[src/rtl/wwdt_core.sv]
module wwdt_core #(
  parameter int PRELOAD_W = 12,
  parameter int PRE_SHIFT = 13,
  parameter int ADDR_W    = 8
) (
  input  logic              clk,
  input  logic              rst_n,
  input  logic [ADDR_W-1:0] bus_addr,
  input  logic [31:0]       bus_wdata,
  input  logic              bus_we,
  output logic [31:0]       bus_rdata,
  input  logic              tick_en,
  output logic              irq_o,
  output logic              rst_req_o
);
  localparam int CNT_W = PRELOAD_W + PRE_SHIFT;
  localparam logic [ADDR_W-1:0] ADR_CTRL = ADDR_W'('h00);
  localparam logic [ADDR_W-1:0] ADR_PRE  = ADDR_W'('h04);
  localparam logic [ADDR_W-1:0] ADR_STAT = ADDR_W'('h08);
  localparam logic [ADDR_W-1:0] ADR_KEY  = ADDR_W'('h0C);
  localparam logic [ADDR_W-1:0] ADR_CNT  = ADDR_W'('h10);
  localparam logic [ADDR_W-1:0] ADR_ACT  = ADDR_W'('h14);
  localparam logic [ADDR_W-1:0] ADR_WIN  = ADDR_W'('h18);
  localparam logic [31:0] RUN_WORD = 32'hA98559DA;
  localparam logic [31:0] KEY_OPEN = 32'h0000E51A;
  localparam logic [31:0] KEY_DONE = 32'h0000A35C;
  localparam logic [31:0] ACT_IRQ  = 32'h0000000A;
  localparam logic [31:0] ACT_RST  = 32'h00000005;

  logic                 run_q, viol_q, nmi_q, svc_q;
  logic [2:0]           win_q;
  logic [PRELOAD_W-1:0] pre_q;
  logic [CNT_W-1:0]     cnt_q;

  logic [CNT_W-1:0] full, win_lim;
  logic wr_ctrl, wr_pre, wr_stat, wr_key, wr_act, wr_win;
  logic serviced, expire, early, set_viol;
  logic       win_ok;
  logic [2:0] win_idx;

  assign wr_ctrl = bus_we && bus_addr == ADR_CTRL;
  assign wr_pre  = bus_we && bus_addr == ADR_PRE;
  assign wr_stat = bus_we && bus_addr == ADR_STAT;
  assign wr_key  = bus_we && bus_addr == ADR_KEY;
  assign wr_act  = bus_we && bus_addr == ADR_ACT;
  assign wr_win  = bus_we && bus_addr == ADR_WIN;

  assign full     = {pre_q, {PRE_SHIFT{1'b0}}};
  assign win_lim  = full >> win_q;
  assign serviced = wr_key && bus_wdata == KEY_DONE && svc_q && run_q;
  assign expire   = run_q && tick_en && cnt_q == '0;
  assign early    = serviced && (cnt_q > win_lim);
  assign set_viol = expire || early;

  always_comb begin
    win_ok  = 1'b0;
    win_idx = 3'd1;
    for (int k = 1; k <= 5; k++) begin
      if (bus_wdata == (32'h5 << (4 * k))) begin
        win_ok  = 1'b1;
        win_idx = 3'(k);
      end
    end
  end

  always_ff @(posedge clk) begin
    if (!rst_n) begin
      run_q  <= 1'b0;
      viol_q <= 1'b0;
      nmi_q  <= 1'b0;
      svc_q  <= 1'b0;
      win_q  <= 3'd1;
      pre_q  <= '1;
      cnt_q  <= '0;
    end else begin
      if (wr_ctrl && bus_wdata == RUN_WORD) run_q <= 1'b1;
      if (wr_pre) pre_q <= bus_wdata[PRELOAD_W-1:0];
      if (!run_q || expire || serviced) cnt_q <= full;
      else if (tick_en) cnt_q <= cnt_q - 1'b1;
      if (wr_key) svc_q <= (bus_wdata == KEY_OPEN);
      if (set_viol) viol_q <= 1'b1;
      else if (wr_stat && bus_wdata[1]) viol_q <= 1'b0;
      if (wr_act && bus_wdata == ACT_IRQ) nmi_q <= 1'b1;
      else if (wr_act && bus_wdata == ACT_RST) nmi_q <= 1'b0;
      if (wr_win && win_ok) win_q <= win_idx;
    end
  end

  always_comb begin
    case (bus_addr)
      ADR_CTRL: bus_rdata = run_q ? RUN_WORD : 32'h0;
      ADR_PRE:  bus_rdata = 32'(pre_q);
      ADR_STAT: bus_rdata = {30'h0, viol_q, 1'b0};
      ADR_CNT:  bus_rdata = viol_q ? 32'h0 : 32'(cnt_q);
      ADR_ACT:  bus_rdata = nmi_q ? ACT_IRQ : ACT_RST;
      ADR_WIN:  bus_rdata = 32'h5 << (4 * win_q);
      default:  bus_rdata = 32'h0;
    endcase
  end

  assign irq_o     = viol_q && nmi_q;
  assign rst_req_o = viol_q && !nmi_q;
endmodule

[config.mk]
export PLATFORM = sky130hd
export DESIGN_NAME = wwdt_core
export DESIGN_NICKNAME = d
export VERILOG_FILES = /design/src/rtl/wwdt_core.sv
export SDC_FILE = /design/constraint.sdc
export NUM_CORES = 1
export LEC_CHECK = 0
export BUFFER_PORTS_ARGS = -buffer_cell sky130_fd_sc_hd__buf_4
export CORE_ASPECT_RATIO = 0.8
export CORE_UTILIZATION = 40
export DETAILED_ROUTE_END_ITERATION = 8
export GPL_TIMING_DRIVEN = 0
export PLACE_DENSITY = 0.62
export SKIP_CTS_REPAIR_TIMING = 1
export SLEW_MARGIN = 30
export SYNTH_ARGS = -nofsm -noshare
export SYNTH_HDL_FRONTEND = slang
export SYNTH_SLANG_ARGS = --single-unit
[constraint.sdc]
create_clock -name clk -period 3.3 [get_ports clk]
set_input_delay 0.33 -clock clk [delete_from_list [all_inputs] [get_ports clk]]
set_output_delay 0.33 -clock clk [all_outputs]
set_load 0.005 [all_outputs]
==> out/qor.txt <==
commonest non-fill, non-tap cell in the layout - buf_4
CTS tree - yes
GRT Residual Overflow - 0
Leak - 0.00209 uW
predominant post-synthesis flop cell - dfxtp_1
Tot Pwr - 1220 uW
number of synthesized flops with an enable pin - 0
Chip Width - 111 um
Layout Skew - 8.42 ps
H-tree levels - 2
Async SR Flop Fraction - 0
Initial Utilization - 0.416
crit-path cells - buf_1 > nand2_1 > nor3b_1 > a21oi_1 > ha_1 > a21oi_1 > o21ai_0 > a221oi_1 > or3_1 > o211ai_1 > a41o_1
PD cells - 261 nW/um2
Max Transition Viols Final - 0
Slew @ Worst Pin - 820 ps
Largest delay share family, worst path - compound AO/OA/AOI/OAI gates
layout cell share with drive strength beyond 1 - 0.208
Post-Syn Area - 3810 um2
GPL Wtd Cong - 0.952
area fraction of the dominant cell type after synthesis - 0.231
crit path time final - 3010 ps
count of different cell masters after synthesis - 72
Ys Warns - 0
Reg power frac - 0.458
GR Util met1 - 0.367
# diodes - 0
Synth Area in Adders - 0.0657
relative slew slack - 0.448
Worst VDD drop - 0.187 mV
clk sinks - 44
die area - 9920 um2
detailed-route via count - 4245
# DRC - 4
compound-cell area share of the yosys netlist - 0.185
Critical Path AT - 3180 ps
Psw - 322 uW
CP Class - register to register
fmax - 0.332 GHz
Avg Vias per Cell - 6.18
Final Hold Fails - 0
total CTS buffers - 5
DRT antenna net count - 0
Power Internal - 898 uW
RSZ-0062 raised after global routing - false
Hold Slack - 284 ps
dpl hpwl - 10.5 mm
Crit. End Element - register
drt pass-1 iters - 7
I/O pins - 78
flops & latches, synth - 44
final setup fails - 0
clock slew seen by the registers of the worst setup and hold paths - 70 ps
sequential share of the synthesized area - 0.231
Switching Fraction - 0.264
ranking of synthesized cells by area - dfxtp_1 (23%), nand2_1 (6.9%), ha_1 (6.6%)
leading area contributor after synthesis - dfxtp_1
Routed WL - 13.4 mm
largest family of logic cells by synthesized area - simple AND/OR/NAND/NOR gates
largest net degree at the start of global routing - 16
Mapped Cells - 489
Worst Setup Start Kind - register
Gate power share - 0.128
status - complete, but fails checks
row count - 31
CTS max path bufs - 2
Root Driver - clkbuf_16
clock latency on the worst-skew pair - 290 ps
most frequent CP cell - a21oi_1
initial DRC count - 303
Area Overhead vs Synth - 22.8%
GR peak layer - met2
die height - 89.3 um
period utilization - 0.913
CP max stage delay - 450 ps
initial antenna violation count - 0
Worst EP required - 3470 ps
area of the core - 9150 um2
Crit path buffers/inverters - 1
first-pass GRT wire length - 20.9 mm
failing checks - DRC
Post-Synth Simple-Gate Area - 0.368
Post-layout nets - 635
CP max-delay cell - buf_1
syn_nets - 553
mean post-synth cell area - 7.79 um2
post-synthesis mux area share - 0.0729
port bufs - 76
met2 Track Usage GR - 0.439
total track usage - 0.273
Hold WC Path Type - input port to register
Crit Path Max Fanout - 10
number of global-route vias before repair - 3930
Clk network pwr share - 0.413
grt met3 use - 0.0617
max cap viols - 0
setup TNS - 0 ps
routed length per instance - 19.4 um
most frequent cells in the layout - buf_4 (81), nand2_1 (70), dfxtp_1 (44)
Post-Synth XOR/XNOR Area - 0.0299
## registers in the layout, summed over array words and instances, names as in the netlist
signal / flops
run_q: 1
nmi_q: 1
cnt_q: 25
viol_q: 1
svc_q: 1
pre_q: 12
win_q: 3
## power groups by stage
stage                     clock network [uW]  registers, uW  logic [uW]
after floorplan                            0            562        74.6
final                                    504            559         156
after global routing                     529            560         171
after CTS                                508            558         154
after global placement                     0            569         150
after detailed placement                   0            570         153
## routing by layer
| metal | up-vias | routed length [um] |
|---|---|---|
| met4 | 0 | 281 |
| met5 | - | 0 |
| met1 | 2006 | 5920 |
| li1 | 2002 | - |
| met2 | 212 | 5880 |
| met3 | 25 | 1290 |
## cells in the mapped netlist (all sizes together), types with 7 or more instances
cell type and count:
a221o 8, and2 9, a21oi 17, o21ai 14, nand2 70, or4 8
clkbuf 11, nand3 29, nor2 44, nor2b 7, xnor2 10, and4 8
buf 14, mux2i 21, inv 12, nand4 8, dfxtp 44, nor3 14
ha 20, nor4 19, a22oi 7
## kinds of logic (layout without fill, tap and decap cells)
kind of cell               after synthesis  count (layout)
AOI/OAI and AO/OA                       95              95
xor gates and xnor gates                13              13
adders and majority gates               20              20
buffers and inverters                   37             120
DFF                                     44              44
muxes                                   26              26
other                                    1               1
and+or+nand+nor                        253             253
## worst paths after layout
check / startpoint / end / slack (ps) / cells past startpoint
setup reg to reg: win_q[0]$_SDFFE_PN1P_ / viol_q$_SDFFE_PN0P_ / 290 / 11
hold reg to reg: svc_q$_SDFFE_PN0P_ / svc_q$_SDFFE_PN0P_ / 510 / 2
setup / recovery: win_q[0]$_SDFFE_PN1P_ / viol_q$_SDFFE_PN0P_ / 290 / 11
hold / removal: bus_wdata[6] / pre_q[6]$_SDFFE_PN1P_ / 280 / 3
## area by class of cell
| cell class | count | area, um2 |
|---|---|---|
| clock buffers | 5 | 125 |
| plain buffers | 24 | 133 |
| inverters | 12 | 45.0 |
| fillers | 921 | 4470 |
| clock inverters | 3 | 21.3 |
| well taps | 115 | 144 |
| flip-flops and latches | 44 | 881 |
| multi-input cells | 408 | 2760 |
| repair buffers | 76 | 571 |
## worst register-to-register path, cell delays in order (launching register included)
cell and delay (ps):
dfxtp_1 380, buf_1 450, nand2_1 190, nor3b_1 310
a21oi_1 100, ha_1 320, a21oi_1 140, o21ai_0 110
a221oi_1 340, or3_1 160, o211ai_1 130, a41o_1 280
## per-stage QoR
step                      std cells  instance area [um2]  setup slack, ps   util
after global placement          680                 4530             42.2  0.494
after CTS                       688                 4670            -4.08  0.510
after floorplan                 489                 3810              604      -
final                           687                 4680              288  0.511
after detailed placement        680                 4530             10.5  0.494
after global routing            687                 4680             40.4  0.511
(Power assumes the default switching activity.)
